File: src/rtl/xroad_pkg.sv
// Shared types for the two-road signal controller.
// Assumes a 2-bit phase code and a 2-bit lamp code, as fixed in the brief.
package xroad_pkg;

    localparam int PHASE_W = 2;
    localparam int LAMP_W  = 2;
    localparam int N_ROADS = 2;

    // The controller's phases. The codes are fixed because bit 1 tells which road owns the crossing.
    typedef enum logic [PHASE_W-1:0] {
        PH_A_GO   = 2'b00,
        PH_A_WARN = 2'b01,
        PH_B_GO   = 2'b10,
        PH_B_WARN = 2'b11
    } phase_t;

    // The code driven on a lamp output. 2'b11 is never produced.
    typedef enum logic [LAMP_W-1:0] {
        LAMP_GO   = 2'b00,
        LAMP_WARN = 2'b01,
        LAMP_STOP = 2'b10
    } lamp_t;

endpackage

File: src/rtl/xroad_next.sv
// Next-phase logic. A green phase holds while its own road's sensor is high.
// A yellow phase always moves on.
// Assumes the sensors are already synchronous to clk.
module xroad_next
    import xroad_pkg::*;
(
    input  phase_t cur,
    input  logic   sense_a,
    input  logic   sense_b,
    output phase_t nxt
);

    // Choose the following phase from the current phase and the owning road's sensor.
    always_comb begin
        nxt = cur;
        unique case (cur)
            PH_A_GO:   nxt = sense_a ? PH_A_GO : PH_A_WARN;
            PH_A_WARN: nxt = PH_B_GO;
            PH_B_GO:   nxt = sense_b ? PH_B_GO : PH_B_WARN;
            PH_B_WARN: nxt = PH_A_GO;
            default:   nxt = PH_A_GO;
        endcase
    end

endmodule

File: src/rtl/xroad_phase_reg.sv
// Phase register with a synchronous, active-low reset to A green.
// Assumes a single clock domain.
module xroad_phase_reg
    import xroad_pkg::*;
(
    input  logic   clk,
    input  logic   rst_n,
    input  phase_t nxt,
    output phase_t cur
);

    // Load the next phase on each rising edge, or the A-green phase while reset is held.
    always_ff @(posedge clk) begin
        if (!rst_n) cur <= PH_A_GO;
        else        cur <= nxt;
    end

endmodule

File: src/rtl/xroad_road_lamp.sv
// Decodes one road's lamp from the phase alone (Moore output).
// OWNER_BIT is the value of phase bit 1 while this road owns the crossing.
// Assumes the phase codes defined in xroad_pkg.
module xroad_road_lamp
    import xroad_pkg::*;
#(
    parameter logic OWNER_BIT = 1'b0
) (
    input  phase_t              cur,
    output logic [LAMP_W-1:0]   lamp
);

    // Owner phases give green or yellow; any other phase gives red.
    always_comb begin
        if (cur[1] != OWNER_BIT) lamp = LAMP_STOP;
        else if (cur[0])         lamp = LAMP_WARN;
        else                     lamp = LAMP_GO;
    end

endmodule

File: src/rtl/xroad_signal_ctrl.sv
// Top level of the two-road controller. It chains the next-phase logic, the phase register
// and one lamp decoder per road.
// Assumes a slow clock whose period is the yellow interval.
module xroad_signal_ctrl
    import xroad_pkg::*;
(
    input  logic        clk,
    input  logic        rst_n,
    input  logic        sense_a,
    input  logic        sense_b,
    output logic [1:0]  lamp_a,
    output logic [1:0]  lamp_b
);

    phase_t cur_ph;
    phase_t nxt_ph;
    logic [LAMP_W-1:0] lamps [N_ROADS];

    xroad_next u_next (
        .cur     (cur_ph),
        .sense_a (sense_a),
        .sense_b (sense_b),
        .nxt     (nxt_ph)
    );

    xroad_phase_reg u_reg (
        .clk   (clk),
        .rst_n (rst_n),
        .nxt   (nxt_ph),
        .cur   (cur_ph)
    );

    // One decoder per road. Road index r owns the crossing when phase bit 1 equals r.
    for (genvar r = 0; r < N_ROADS; r++) begin : g_road
        xroad_road_lamp #(.OWNER_BIT(1'(r))) u_lamp (
            .cur  (cur_ph),
            .lamp (lamps[r])
        );
    end

    assign lamp_a = lamps[0];
    assign lamp_b = lamps[1];

endmodule

File: config.mk
export PLATFORM = sky130hd
export DESIGN_NAME = xroad_signal_ctrl
export DESIGN_NICKNAME = d
export VERILOG_FILES = /design/src/rtl/xroad_pkg.sv /design/src/rtl/xroad_next.sv /design/src/rtl/xroad_phase_reg.sv /design/src/rtl/xroad_road_lamp.sv /design/src/rtl/xroad_signal_ctrl.sv
export SDC_FILE = /design/constraint.sdc
export NUM_CORES = 1
export LEC_CHECK = 0
export ABC_CLOCK_PERIOD_IN_PS = 2100
export BUFFER_PORTS_ARGS = -buffer_cell sky130_fd_sc_hd__buf_4
export CORE_AREA = 2 2 39 41
export CTS_CLUSTER_DIAMETER = 100
export DETAILED_ROUTE_END_ITERATION = 12
export DIE_AREA = 0 0 41 43
export PLACE_DENSITY = 0.3
export SLEW_MARGIN = 5
export SYNTH_ARGS = -nofsm -noshare
export SYNTH_HDL_FRONTEND = slang
export SYNTH_HIERARCHICAL = 1
export SYNTH_SLANG_ARGS = --single-unit
File: constraint.sdc
create_clock -name clk -period 2.1 [get_ports clk]
set_clock_uncertainty 0.15 [all_clocks]
set_input_delay 0 -clock clk [delete_from_list [all_inputs] [get_ports clk]]
set_output_delay 0 -clock clk [all_outputs]
set_load 0.02 [all_outputs]
==> flow_summary.ini <==
[setup_path]
required_ps = 2060
path_class = reg -> reg
path_buf_inv = 1
end_kind = register
crit_chain = inv_1 -> ha_1 -> mux2i_1 -> and2_1
crit_fanout = 6
cp_top_family = flip-flops
crit_path_start_kind = register
max_stage_delay_ps = 440
cp_slowest_cell = dfxtp_1
arrival_ps = 1170

[route]
drcViolationCount = 0
drtPass1Iterations = 1
vias = 119
drt-total-wl_um = 243
vias_per_cell = 2.90
drt_iter0_markers = 0
ant_nets = 0
wire_per_inst_um = 5.93

[timing]
max_freq_mhz = 828
tightest_slew_ps = 241
rsz0062_at_grt = false
hold_viol_final = 0
min_period_ps = 1210
drv_slew = 0
finalSetupViolations = 0
fin_crit_sh_pct = 57.5
relSlewSlack_pct = 83.9
setup_tns_ps = 0

[logic_synthesis]
async_flop_share_pct = 0
synth_edf_count = 0
ys_seq_area_share_pct = 30.2
synthTopCellsByCount = and2_1 (3), inv_1 (3), dfxtp_1 (2), ha_1 (2)
syn-num-nets = 20
ys_ff_latch = 2
synth_top_area_share_pct = 30.2
synthTopCellsByArea = dfxtp_1 (30%), ha_1 (19%), and2_1 (14%)
synth.distinct_cells = 8
synthCells = 14
yosys.area.top_type = dfxtp_1
avgSynthCellArea_um2 = 9.47
synth_area_um2 = 133
yosys_most_used_dff = dfxtp_1
ys_warn_count = 6

[power_and_ir_drop]
switching_share_pct = 25.5
p_leak_uw = 0.000115
clkPwrFrac_pct = 47.9
switchingPower_uw = 44.5
p_int_uw = 130
vdd_drop_max_mv = 0.143
power_frac_seq_pct = 27.5
comb_power_share_pct = 24.6
power_density_mw_per_mm2 = 725
power.total_uw = 174

[clock_tree]
postCtsResizedCells = 0
clk_pin_slew_ps = 30
clk_path_buf_depth = 2
postCtsSetupRepairBufs = 0
cts_buffers = 3
htreeDepth = 1
clk_latency_ps = 220
ctsRootBufferMaster = clkbuf_4
cts_tree = yes
clock-sinks = 2

[status]
status = finished clean

[die]
fp.coreArea_mm2 = 0.00138
start_util_pct = 9.58
fp.dieW_um = 41
fp.dieH_um = 43
num_rows = 14
ios = 8
die_area_mm2 = 0.00176

[place]
portBuffers = 7
place_area_um2 = 198
gp_congestion = 0.561

[cells_and_area]
synthToLayoutAreaGrowth_pct = 81.1
fillers = 160
fin_area_um2 = 240
fin_nets = 33
largest_reg_flops = 2
top_regs = u_reg/cur (2)
diodes = 0
regMostFlops = u_reg/cur
utilization_pct = 17.4
drive_gt1_share_pct = 44.0

[min_path]
hold_path_class = in -> reg

[grt]
grt_usage_pct = 4.11
antenna_found_initial = 0
grt_pass1_vias = 124
grt.overflow.total = 0
grt_max_degree = 7
grt_first_pass_wirelength_um = 414

[run]
maxCapViolCount = 0
-- layout by cell type (no fill, tap or decap) --
cell           n
dfxtp_1        2
buf_4          7
clkbuf_4       3
inv_1          3
nor2b_4        1
ha_1           2
dlygate4sd3_1  2
mux2i_1        1
and2_1         3
nand2b_1       1
-- worst paths after layout --
| path | depth (start not counted) | start | slack, ps | to |
|---|---|---|---|---|
| worst max-delay path | 4 | u_reg/cur[1]$_SDFF_PN0_ | 890 | u_reg/cur[0]$_SDFF_PN0_ |
| worst min-delay path | 4 | sense_b | 30 | u_reg/cur[0]$_SDFF_PN0_ |
| worst max register to register | 4 | u_reg/cur[1]$_SDFF_PN0_ | 890 | u_reg/cur[0]$_SDFF_PN0_ |
| worst min register to register | 3 | u_reg/cur[0]$_SDFF_PN0_ | 500 | u_reg/cur[1]$_SDFF_PN0_ |
-- what timing repair did --
action | CTS | global route
hold endpoints to repair | 2 | 0
setup endpoints to repair | 0 | 0
hold buffers | 2 | 0
-- stage by stage --
stage | hold slack, ps | worst slack, ps | instances
floorplan | -28.3 | 960 | 14
global route | 33.1 | 828 | 41
CTS | 24.2 | 871 | 41
finish | 25.9 | 892 | 41
detailed placement | 67.6 | 874 | 36
global placement | 70.3 | 893 | 36
-- routing by layer --
layer  GRT usage [%]  vias to the layer above  routed length (µm)
li1                -                       62                   -
met1            2.88                       52                 101
met2            5.31                        5                 115
met3            3.14                        0                  26
met4            6.00                        0                   0
met5               0                        -                   0
-- cell type report --
| class | instances | area [µm²] | area share [%] |
|---|---|---|---|
| Clock buffer | 3 | 22.5 | 9.38 |
| Inverter | 3 | 11.3 | 4.69 |
| Multi-Input combinational cell | 8 | 73.8 | 30.7 |
| Sequential cell | 2 | 40.0 | 16.7 |
| Tap cell | 16 | 20.0 | 8.33 |
| Timing Repair Buffer | 9 | 72.6 | 30.2 |
-- kinds of logic after synthesis --
kind of cell             synth area share, %
adder cells (fa/ha/maj)                 18.9
buffers and inverters                   14.2
flip-flops                              30.2
multiplexers                            7.55
AND/OR/NAND/NOR                         29.2
-- worst register-to-register path, stage by stage, from the launching register on --
cell     delay (ps)
dfxtp_1         440
inv_1            70
ha_1            190
mux2i_1         120
and2_1          130
-- power by group through the flow --
| stage | Combinational [µW] | Sequential [µW] | Clock, µW |
|---|---|---|---|
| after floorplan | 27.7 | 47.2 | 0 |
| after global placement | 42.3 | 47.9 | 0 |
| after detailed placement | 40.8 | 48.5 | 0 |
| after CTS | 43.7 | 48.1 | 90.1 |
| after global routing | 47.8 | 48.9 | 98.6 |
| final | 42.9 | 47.8 | 83.5 |
No activity file was read; power rests on OpenSTA's default activity.
